==> config.mk <==
export PLATFORM = sky130hd
export DESIGN_NAME = dual_issue_pair
export DESIGN_NICKNAME = d
export VERILOG_FILES = /design/src/rtl/dual_issue_pkg.sv /design/src/rtl/dip_class_decode.sv /design/src/rtl/dip_pair_rule.sv /design/src/rtl/dip_occupancy.sv /design/src/rtl/dual_issue_pair.sv
export SDC_FILE = /design/constraint.sdc
export NUM_CORES = 1
export LEC_CHECK = 0
export ABC_AREA = 0
export CAP_MARGIN = 20
export CORE_AREA = 2 2 39 41
export CTS_CLUSTER_DIAMETER = 150
export DETAILED_ROUTE_END_ITERATION = 7
export DIE_AREA = 0 0 41 43
export SLEW_MARGIN = 20
export SYNTH_ARGS = -nofsm -noshare
export SYNTH_HDL_FRONTEND = slang
export SYNTH_SLANG_ARGS = --single-unit
==> constraint.sdc <==
create_clock -name clk -period 1.9 [get_ports clk]
set_input_delay 0.19 -clock clk [delete_from_list [all_inputs] [get_ports clk]]
set_output_delay 0.19 -clock clk [all_outputs]
set_load 0.03 [all_outputs]
==> src/rtl/dual_issue_pkg.sv <==
package dual_issue_pkg;

    localparam int CLS_W = 5;

    typedef enum logic [CLS_W-1:0] {
        CLS_NONE    = 5'd0,
        CLS_BR      = 5'd1,
        CLS_CALL    = 5'd2,
        CLS_ALU_IMM = 5'd3,
        CLS_ALU_REG = 5'd4,
        CLS_MUL     = 5'd5,
        CLS_IDIV    = 5'd6,
        CLS_MEM1    = 5'd7,
        CLS_MEM2    = 5'd8,
        CLS_XFER3   = 5'd9,
        CLS_XFER4   = 5'd10,
        CLS_VEC     = 5'd11
    } ins_cls_e;

    // Pairing attributes of one decoded class
    typedef struct packed {
        logic known;      // a defined, issuable class
        logic flow;       // control flow (branch or call)
        logic lead_ok;    // may be the older half of a pair
        logic trail_ok;   // may be the younger half of a pair
        logic imm;        // immediate-based ALU operation
        logic need_imm;   // pairs only with an immediate-based younger
    } cls_attr_t;

endpackage

==> src/rtl/dip_class_decode.sv <==
module dip_class_decode
    import dual_issue_pkg::*;
(
    input  logic [CLS_W-1:0] cls_i,
    output cls_attr_t        attr_o
);

    always_comb begin
        attr_o = '0;
        case (cls_i)
            CLS_BR: begin
                attr_o.known    = 1'b1;
                attr_o.flow     = 1'b1;
                attr_o.lead_ok  = 1'b1;
                attr_o.trail_ok = 1'b1;
            end
            CLS_CALL: begin
                attr_o.known    = 1'b1;
                attr_o.flow     = 1'b1;
                attr_o.trail_ok = 1'b1;
            end
            CLS_ALU_IMM: begin
                attr_o.known    = 1'b1;
                attr_o.lead_ok  = 1'b1;
                attr_o.trail_ok = 1'b1;
                attr_o.imm      = 1'b1;
            end
            CLS_ALU_REG: begin
                attr_o.known    = 1'b1;
                attr_o.lead_ok  = 1'b1;
                attr_o.need_imm = 1'b1;
            end
            CLS_MEM1: begin
                attr_o.known    = 1'b1;
                attr_o.lead_ok  = 1'b1;
            end
            CLS_MUL, CLS_IDIV, CLS_MEM2, CLS_XFER3, CLS_XFER4, CLS_VEC: begin
                attr_o.known    = 1'b1;
            end
            default: attr_o = '0;
        endcase
    end

endmodule

==> src/rtl/dip_pair_rule.sv <==
module dip_pair_rule
    import dual_issue_pkg::*;
(
    input  logic      old_vld_i,
    input  cls_attr_t old_attr_i,
    input  logic      yng_vld_i,
    input  cls_attr_t yng_attr_i,
    input  logic      full_busy_i,
    input  logic      half_hold_i,
    output logic      issue_old_o,
    output logic      issue_yng_o
);

    logic pos_ok;
    logic flow_clash;
    logic imm_ok;

    always_comb begin
        pos_ok      = old_attr_i.lead_ok && yng_attr_i.trail_ok;
        flow_clash  = old_attr_i.flow && yng_attr_i.flow;
        imm_ok      = !old_attr_i.need_imm || yng_attr_i.imm;
        issue_old_o = old_vld_i && old_attr_i.known && !full_busy_i;
        issue_yng_o = issue_old_o && yng_vld_i && yng_attr_i.known
                      && pos_ok && !flow_clash && imm_ok && !half_hold_i;
    end

endmodule

==> src/rtl/dip_occupancy.sv <==
module dip_occupancy
    import dual_issue_pkg::*;
#(
    parameter int DIV_CYCLES  = 5,
    parameter int VEC_CYCLES  = 2,
    parameter int WIDE_CYCLES = 2
) (
    input  logic             clk,
    input  logic             rst_n,
    input  logic             launch_i,
    input  logic [CLS_W-1:0] cls_i,
    output logic             full_busy_o,
    output logic             half_hold_o
);

    localparam int LONG_A  = (DIV_CYCLES > VEC_CYCLES) ? DIV_CYCLES : VEC_CYCLES;
    localparam int LONGEST = (LONG_A > WIDE_CYCLES) ? LONG_A : WIDE_CYCLES;
    localparam int CNT_W   = $clog2(LONGEST + 1);

    localparam logic [CNT_W-1:0] DIV_EXTRA  = CNT_W'(DIV_CYCLES - 1);
    localparam logic [CNT_W-1:0] VEC_EXTRA  = CNT_W'(VEC_CYCLES - 1);
    localparam logic [CNT_W-1:0] WIDE_EXTRA = CNT_W'(WIDE_CYCLES - 1);

    typedef struct packed {
        logic [CNT_W-1:0] full_cnt;
        logic             half;
    } occ_t;

    occ_t st_q, st_d;

    always_comb begin
        st_d = st_q;
        if (st_q.full_cnt != '0) begin
            st_d.full_cnt = st_q.full_cnt - 1'b1;
            st_d.half     = 1'b0;
        end else begin
            st_d.half     = launch_i && (cls_i == CLS_XFER3);
            st_d.full_cnt = '0;
            if (launch_i) begin
                case (cls_i)
                    CLS_IDIV:  st_d.full_cnt = DIV_EXTRA;
                    CLS_VEC:   st_d.full_cnt = VEC_EXTRA;
                    CLS_XFER4: st_d.full_cnt = WIDE_EXTRA;
                    default:   st_d.full_cnt = '0;
                endcase
            end
        end
    end

    always_ff @(posedge clk or negedge rst_n) begin
        if (!rst_n) st_q <= '0;
        else        st_q <= st_d;
    end

    assign full_busy_o = (st_q.full_cnt != '0);
    assign half_hold_o = st_q.half;

    AST_LAUNCH_IDLE: assert property (@(posedge clk) disable iff (!rst_n)
        launch_i |-> !full_busy_o);
    AST_HALF_ALONE: assert property (@(posedge clk) disable iff (!rst_n)
        half_hold_o |-> !full_busy_o);

endmodule

==> src/rtl/dual_issue_pair.sv <==
module dual_issue_pair
    import dual_issue_pkg::*;
#(
    parameter int DIV_CYCLES  = 5,
    parameter int VEC_CYCLES  = 2,
    parameter int WIDE_CYCLES = 2
) (
    input  logic       clk,
    input  logic       rst_n,
    input  logic       older_vld,
    input  logic [4:0] older_cls,
    input  logic       younger_vld,
    input  logic [4:0] younger_cls,
    output logic       issue_older,
    output logic       issue_younger,
    output logic       stall
);

    localparam int SLOTS = 2;

    logic [SLOTS-1:0][CLS_W-1:0] slot_cls;
    cls_attr_t                   slot_attr [SLOTS];
    logic                        full_busy;
    logic                        half_hold;

    assign slot_cls[0] = older_cls;
    assign slot_cls[1] = younger_cls;

    for (genvar g = 0; g < SLOTS; g++) begin : g_slot
        dip_class_decode u_dec (
            .cls_i  (slot_cls[g]),
            .attr_o (slot_attr[g])
        );
    end

    dip_pair_rule u_rule (
        .old_vld_i   (older_vld),
        .old_attr_i  (slot_attr[0]),
        .yng_vld_i   (younger_vld),
        .yng_attr_i  (slot_attr[1]),
        .full_busy_i (full_busy),
        .half_hold_i (half_hold),
        .issue_old_o (issue_older),
        .issue_yng_o (issue_younger)
    );

    dip_occupancy #(
        .DIV_CYCLES  (DIV_CYCLES),
        .VEC_CYCLES  (VEC_CYCLES),
        .WIDE_CYCLES (WIDE_CYCLES)
    ) u_occ (
        .clk         (clk),
        .rst_n       (rst_n),
        .launch_i    (issue_older),
        .cls_i       (older_cls),
        .full_busy_o (full_busy),
        .half_hold_o (half_hold)
    );

    assign stall = full_busy;

    AST_YNG_WITH_OLD: assert property (@(posedge clk) disable iff (!rst_n)
        issue_younger |-> issue_older);
    AST_ONE_FLOW: assert property (@(posedge clk) disable iff (!rst_n)
        issue_younger |-> !((older_cls == CLS_BR || older_cls == CLS_CALL)
                         && (younger_cls == CLS_BR || younger_cls == CLS_CALL)));
    AST_CALL_NOT_LEAD: assert property (@(posedge clk) disable iff (!rst_n)
        issue_younger |-> older_cls != CLS_CALL);
    AST_REG_NEEDS_IMM: assert property (@(posedge clk) disable iff (!rst_n)
        (issue_younger && older_cls == CLS_ALU_REG) |-> younger_cls == CLS_ALU_IMM);
    AST_TRAIL_SET: assert property (@(posedge clk) disable iff (!rst_n)
        issue_younger |-> (younger_cls == CLS_BR || younger_cls == CLS_CALL
                        || younger_cls == CLS_ALU_IMM));
    AST_STALL_BLOCKS: assert property (@(posedge clk) disable iff (!rst_n)
        stall |-> !issue_older);
    AST_DIV_STALLS: assert property (@(posedge clk) disable iff (!rst_n)
        (DIV_CYCLES > 1 && issue_older && older_cls == CLS_IDIV) |=> stall);
    AST_WIDE_STALLS: assert property (@(posedge clk) disable iff (!rst_n)
        (WIDE_CYCLES > 1 && issue_older && older_cls == CLS_XFER4) |=> stall);
    AST_XFER3_SINGLE: assert property (@(posedge clk) disable iff (!rst_n)
        (issue_older && older_cls == CLS_XFER3) |=> (!stall && !issue_younger));
    AST_UNDEF_HELD: assert property (@(posedge clk) disable iff (!rst_n)
        (older_cls > CLS_VEC || older_cls == CLS_NONE) |-> !issue_older);

endmodule

# After elaboration in Yosys (flattened, before gate mapping)
# Cells that the tools add are included.
# Widths: inputs -> output; s select.
word_totals:
  register_bits: 4
  input_bits: 14
  output_inout_bits: 3
  elab_cells: 60
op_classes:
  n_addsub: 1
  n_eq_ne: 22
  n_mux: 11
  reduce_logical: 24
op_table:
  columns: ["operator", "n"]
  rows:
  - ["$eq 5x3->1 const B", 8]
  - ["$eq 5x4->1 const B", 8]
  - ["$reduce_or 11->1", 2]
  - ["$eq 5x2->1 const B", 4]
  - ["$logic_and 1x1->1", 11]
  - ["$eq 5x1->1 const B", 2]
  - ["$mux 1", 8]
  - ["$pmux 3 s2", 1]
  - ["$reduce_or 2->1", 3]
  - ["$logic_not 1->1", 4]
  - ["$mux 4", 1]
  - ["$reduce_or 4->1", 1]
  - ["$mux 3", 1]
  - ["$reduce_bool 3->1", 1]
  - ["$reduce_or 3->1", 1]
  - ["$sub 3x1->3 const B", 1]
  - ["$logic_or 1x1->1", 1]

# Logic depth before layout (Yosys ltp)
# Gate-level depths: netlist of run 1.
depth:
  depth_word: 11
  depth_mapped: 5
  ltp_nobuf: 5

# Modules after synthesis
# Synthesis of run 1 repeated with hierarchy kept, for this count alone.
hier_totals:
  hier_cells: 50
  area_unflattened_um2: 397.9
by_module_without_submodules:
  columns: ["module", "n_inst", "cells_each", "area_per_inst_um2", "seq_area_each_um2"]
  rows:
  - ["dip_occupancy", 1, 17, 190.2, 100.1]
  - ["dip_class_decode", 2, 13, 82.6, 0.0]
  - ["dip_pair_rule", 1, 7, 42.5, 0.0]

# Least setup slack after synthesis of run 1
# Ideal clock, no wire load.
synth_path:
  path_type: "register to output"
  startpoint: "register u_occ.st_q[2] (netlist name)"
  endpoint: "output port issue_younger"
  arrival_time_ps: 1831
  t_required_ps: 1710
  path_slack_ps: -121
  stages_incl_launch_ff: 6
  n_path_buf: 0
  cell_sequence: "dfrtp_1 -> nor2_1 -> ha_1 -> nand3b_1 -> a211o_1 -> a211oi_1"
synth_via:
  elab_chain_len: 9
synth_lines:
  columns: ["element", "line", "text"]
  rows:
  - ["from (decl)", "dip_occupancy.sv:29", "occ_t st_q, st_d;"]
  - ["from (signal assigned)", "dip_occupancy.sv:52", "else st_q <= st_d;"]
  - ["$reduce_bool 3->1", "dip_occupancy.sv:55", "assign full_busy_o = (st_q.full_cnt != '0);"]
  - ["$logic_not 1->1", "dip_pair_rule.sv:22", "issue_old_o = old_vld_i && old_attr_i.known && !full_busy_i;"]
  - ["$logic_and 1x1->1", "dip_pair_rule.sv:22", null]
  - ["$logic_and 1x1->1 (2 in series)", "dip_pair_rule.sv:23", "issue_yng_o = issue_old_o && yng_vld_i && yng_attr_i.known"]
  - ["$logic_and 1x1->1 (4 in series)", "dip_pair_rule.sv:24", "&& pos_ok && !flow_clash && imm_ok && !half_hold_i;"]
  - ["to (decl)", "dual_issue_pair.sv:15", "output logic issue_younger,"]
# Every way passes these cells.

# Final worst setup path of run 1
# Ends and elaborated chain as after synthesis.

==> metrics, run 1 <==
status finished, final reports clean; Yosys cell types 18; Die X 41 µm; Crit Path Max Fanout 4; WS Path Type reg2out; critical path required time 1710 ps; # rows 14; Die Ht 43 µm; share of the synthesized area in the top cell type 37.9%; antenna violations before repair 0; H-tree levels 1; Compound-Gate Fraction of Synth Area 19.0%; total number of yosys warnings 0; vias in the first global route 294; Setup Viol. Count Final 0; Post-Synthesis Cells 30; Post-Synth Adder-Cell Area 4.74%; Total GRT Usage 9.14%; vias per inst 4.48; Worst-Margin Slew 305 ps; maximum clock path buffer count 2; ant diodes 0; post-synthesis simple-gate area fraction 34.1%; slew margin rel. 79.4%; DRT iter0 DRCs 4; Final period util 97.9%; Fill cells 145; Num CTS Buffers 3; Post-Synth XOR/XNOR Area 0%; GP Congestion 0.686; total of max-cap violations 0; Tmin final 1860 ps; clk sinks 4; CTS tree yes; Avg Cell Area, Syn 8.80 µm²; RSZ-0062 raised after global routing true; Worst EP arrival 1670 ps; Vias 296; worst vdd rail ir drop 0.225 mV; multi-input combinational cell area 163 µm²; area grow syn2layout 82.5%; drt drc 0; CP Launch Type flip-flop; Async SR Flop Fraction 100%; Nets 67; Pleak 0.200 nW; post-DR wirelength/cell 10.0 µm; io pins 17; Reg area 100 µm²; top cells by area, synth dfrtp_1 (38%), a211o_1 (6.6%), nand2_1 (5.7%); Worst-Skew Late Latency 230 ps; pin count of the biggest net entering global routing 7; core box area 1380 µm²; critical path endpoint category output port; fraction of final layout cells sized beyond drive strength 1 18.0%; Initial Utilization 19.1%; synthesized area 264 µm²; Yosys reg bits 4; Final Max Slew Viols 0; Hold Path Class in2async; die area 1760 µm²; skew final 2.80 ps; first-pass GRT wire length 1.04 mm; Fmax 538 MHz; CTS root buffer clkbuf_4; most frequent cells after synthesis dfrtp_1 (4), nand2_1 (4), inv_1 (3); largest family of logic cells by synthesized area simple AND/OR/NAND/NOR gates; sequential share of the synthesized area 37.9%; Port Buffers 16; Syn Nets 45; routed wire length 660 µm; Clock transition at path regs 40 ps; Cell Pwr Density 948 nW/µm²; top cell type by total area after synthesis dfrtp_1; Core Util, Final 34.8%; smallest hold slack 160 ps; DR pass1 iterations 4; ANT nets after route 0; Final Hold Vio Count 0; Main synth FF type dfrtp_1; Post-synth EDFFs 0; post-synthesis mux area share 0%; GRT Residual Overflow 0
## per-layer routing
layer / share of wire (%) / track usage (%)
met5: 0 / 0
met4: 1.4 / 10.0
met3: 7.6 / 3.14
met2: 46 / 12.2
met1: 45 / 9.97
## stage by stage
stage / setup WS (ps) / power, mW / std cells / setup TNS (ps) / cell area [µm²]
2_1_floorplan: 163 / 0.248 / 30 / 0 / 269
4_1_cts: 14.4 / 0.465 / 66 / 0 / 479
6_report: 40.7 / 0.457 / 66 / 0 / 482
3_3_place_gp: 140 / 0.328 / 62 / 0 / 444
5_1_grt: -53.9 / 0.502 / 66 / -53.9 / 482
3_5_place_dp: 125 / 0.329 / 62 / 0 / 444
## what timing repair did
| action | 4_1_cts | 5_1_grt |
|---|---|---|
| setup buffers | 1 | 0 |
| resized for setup | 2 | 1 |
| setup endpoints to repair | 1 | 2 |
| pin swaps | 2 | 1 |
| hold buffers | 0 | 0 |
## worst max-delay path, stage by stage, from the launching register on
cell      delay, ps
dfrtp_1         380
nor2_2          130
ha_2            210
nand3b_1        110
a211o_1         270
a211oi_2        150
buf_4           180
## worst paths after layout
path | from | to | slack, ps | cells past startpoint
setup / recovery | u_occ.st_q[2]$_DFF_PN0_ | issue_younger | 40 | 6
hold / removal | rst_n | u_occ.half_hold_o$_DFF_PN0_ | 160 | 1
setup reg to reg | u_occ.st_q[2]$_DFF_PN0_ | u_occ.st_q[3]$_DFF_PN0_ | 390 | 5
hold reg to reg | u_occ.st_q[3]$_DFF_PN0_ | u_occ.st_q[2]$_DFF_PN0_ | 470 | 2
max in group asynchronous | rst_n | u_occ.st_q[2]$_DFF_PN0_ | 1570 | 1
min in group clk | u_occ.st_q[3]$_DFF_PN0_ | u_occ.st_q[2]$_DFF_PN0_ | 470 | 2
## registers in the layout (all words and copies together), names as in the netlist
register,count
u_occ.half_hold_o,1
u_occ.st_q,3
## power breakdown
| part | internal, mW | leakage [nW] | switching (mW) | total, mW |
|---|---|---|---|---|
| Sequential | 0.117 | 0.0515 | 0.0202 | 0.137 |
| Combinational | 0.110 | 0.135 | 0.106 | 0.217 |
| Clock | 0.0705 | 0.0138 | 0.0326 | 0.103 |
| Total | 0.297 | 0.200 | 0.159 | 0.457 |
## logic make-up (layout without fill, tap and decap cells)
| family | Yosys count | in the layout |
|---|---|---|
| compound gates | 7 | 7 |
| fa+ha+maj | 1 | 1 |
| buf+inv | 3 | 23 |
| flops | 4 | 4 |
| simple gates | 15 | 15 |
## cell type report
| cell class | instances | area share [%] |
|---|---|---|
| inverter | 3 | 2.34 |
| tap | 16 | 4.16 |
| timing repair buffer | 17 | 34.3 |
| clock buffer | 3 | 4.68 |
| sequential | 4 | 20.8 |
| multi-input combinational | 23 | 33.8 |
## cell usage in the layout (no fill, tap or decap), types with 2 or more instances in the layout
cell type / count
inv_1: 3
clkbuf_4: 3
o21ai_0: 2
clkdlybuf4s50_1: 13
buf_4: 3
nor4_1: 2
nand2_1: 4
a211o_1: 2
dfrtp_1: 4
Power figures use the tool's default switching activity.
==> inputs of run 2 (changes only) <==
GPL_ROUTABILITY_DRIVEN = 0   (was default)
==> results of run 2 <==
Same layout as run 1: the final DEF is identical, and so are final timing and power.
==> inputs of run 3 (changes only) <==
CELL_PAD_IN_SITES_DETAIL_PLACEMENT = 1   (was default)
CELL_PAD_IN_SITES_GLOBAL_PLACEMENT = 1   (was default)
PLACE_DENSITY_LB_ADDON = 0.1   (was default)
==> metrics, run 3 (same netlist as run 1, synthesis figures left out) <==
WS Path Type reg2out (unchanged); total of max-cap violations 0 (unchanged); Num CTS Buffers 3 (unchanged); clock share of power 21.8% (was 22.6%); worst vdd rail ir drop 0.324 mV (was 0.225 mV); Reg2Reg Depth 7 (was 5); Core Util, Final 35.4% (was 34.8%); Tmin final 1860 ps (about the same); DP Area 444 µm² (unchanged); CTS root buffer clkbuf_4 (unchanged); DRT iter0 DRCs 16 (was 4); CP endpoint issue_younger (unchanged); reg-to-reg critical path endpoint u_occ.st_q[3]$_DFF_PN0_ (unchanged); non-filler cells, final 67 (was 66); most frequent cells in the layout clkdlybuf4s50_1 (13), nand2_1 (4), buf_4 (4), dfrtp_1 (4) (was clkdlybuf4s50_1 (13), nand2_1 (4), dfrtp_1 (4)); Worst R2R Setup Slack 230 ps (was 390 ps); core box area 1380 µm² (unchanged); vias in the first global route 356 (was 294); largest register by flop count u_occ.st_q (unchanged); Sw Share 35.2% (was 34.9%); total power 0.481 mW (was 0.457 mW); Final Hold Vio Count 0 (unchanged); post-DR wirelength/cell 12.3 µm (was 10.0 µm); Total GRT Usage 11.8% (was 9.14%); Setup Viol. Count Final 0 (unchanged); Nets 68 (was 67); final instance area 489 µm² (was 482 µm²); ANT nets after route 0 (unchanged); GRT Residual Overflow 0 (unchanged); Critical R2R Launch u_occ.st_q[2]$_DFF_PN0_ (unchanged); smallest hold slack 161 ps (was 160 ps); critical path required time 1710 ps (about the same); skew final 2.30 ps (was 2.80 ps); Worst-Margin Slew 314 ps (was 305 ps); Slowest-stage cell, CP dfrtp_1 (unchanged); Fmax 539 MHz (was 538 MHz); Hold Path Class in2async (unchanged); Internal 0.311 mW (was 0.297 mW); critical path endpoint category output port (unchanged); worst path cell trace nor2_2 > ha_2 > nand3b_1 > a211o_1 > a211oi_2 > buf_4 (unchanged); placed cell count 62 (unchanged); setup TNS 0 ps (unchanged); CTS tree yes (unchanged); Cell Pwr Density 983 nW/µm² (was 948 nW/µm²); max reg flops 3 (unchanged); RSZ-0062 raised after global routing true (unchanged); routed wire length 822 µm (was 660 µm); Die X 41 µm (unchanged); slew margin rel. 79.1% (was 79.4%); # rows 14 (unchanged); Final Max Slew Viols 0 (unchanged); commonest non-fill, non-tap cell in the layout clkdlybuf4s50_1 (unchanged); Initial Utilization 19.1% (unchanged); ant diodes 0 (unchanged); Pleak 0.205 nW (was 0.200 nW); CP Launch Type flip-flop (unchanged); crit path launch u_occ.st_q[2]$_DFF_PN0_ (unchanged); drt drc 0 (unchanged); Clock transition at path regs 40 ps (about the same); area grow syn2layout 85.3% (was 82.5%); fraction of final layout cells sized beyond drive strength 1 19.6% (was 18.0%); antenna violations before repair 0 (unchanged); first-pass GRT wire length 1.38 mm (was 1.04 mm); die area 1760 µm² (unchanged); sw power 0.169 mW (was 0.159 mW); post-detailed-placement half-perimeter wirelength 683 µm; status finished, final reports clean (unchanged); Port Buffers 16 (unchanged); Logic pwr share 49.4% (was 47.4%); vias per inst 4.85 (was 4.48); DR pass1 iterations 4 (unchanged); Vias 325 (was 296); Flop pwr share 28.8% (was 30.0%); io pins 17 (unchanged); pin count of the biggest net entering global routing 7 (unchanged); clk sinks 4 (unchanged); Worst-Skew Late Latency 230 ps (about the same); Crit Path Max Fanout 3 (was 4); H-tree levels 1 (unchanged); Placement Setup Slack 130 ps (was 125 ps); maximum clock path buffer count 2 (unchanged); Fill cells 170 (was 145); Critical Path Max Stage Delay 380 ps (about the same); Worst EP arrival 1670 ps (about the same); Die Ht 43 µm (unchanged); Final period util 97.7% (was 97.9%); Setup WS post-layout 44.4 ps (was 40.7 ps)
[run 3: changes by cell type in the layout (fill, tap and decap cells not counted), sizes merged]
cell and change:
buf +1
[run 3: what timing repair did]
action                     in CTS  in global routing
setup endpoints to repair       1                  2
hold buffers                    0                  0
resized for setup               2                  1
pin swaps                       2                  0
gates cloned                    0                  0
setup buffers                   2                  0
[run 3: how the worst min path moves through the flow]
stage | end | slack, ps | from | depth (start not counted)
2_1_floorplan | u_occ.half_hold_o$_DFF_PN0_ | -110 | rst_n | 0
3_3_place_gp | u_occ.half_hold_o$_DFF_PN0_ | 400 | rst_n | 1
3_5_place_dp | u_occ.st_q[2]$_DFF_PN0_ | 410 | rst_n | 1
4_1_cts | u_occ.st_q[2]$_DFF_PN0_ | 160 | rst_n | 1
5_1_grt | u_occ.st_q[2]$_DFF_PN0_ | 160 | rst_n | 1
6_report | u_occ.st_q[2]$_DFF_PN0_ | 160 | rst_n | 1
[run 3: layout make-up]
| class | count | area [µm²] | share of cell area (%) |
|---|---|---|---|
| timing repair buffer | 18 | 173 | 35.3 |
| multi-input combinational | 23 | 163 | 33.2 |
| sequential | 4 | 100 | 20.5 |
| clock buffer | 3 | 22.5 | 4.60 |
| tap | 16 | 20.0 | 4.09 |
| inverter | 3 | 11.3 | 2.30 |
[run 3: layer usage]
layer  vias up  global-route usage (%)  routed length, µm
li1        158                       -                  -
met1       157                    11.9                334
met2        10                    19.4                445
met3         0                    1.57                 41
met4         0                    10.0                  0
met5         -                       0                  0
[run 3: critical path, delay by kind of cell (launching register included)]
kind | cells | cell delay (ps)
compound gates | 2 | 420
flops | 1 | 380
simple gates | 2 | 250
fa+ha+maj | 1 | 210
buf+inv | 1 | 180
[run 3: power groups by stage]
stage / sequential [mW] / combinational, mW / clock [mW]
global route: 0.142 / 0.268 / 0.123
finish: 0.138 / 0.238 / 0.105
detailed placement: 0.136 / 0.204 / 0
CTS: 0.138 / 0.249 / 0.111
floorplan: 0.130 / 0.117 / 0
global placement: 0.136 / 0.197 / 0
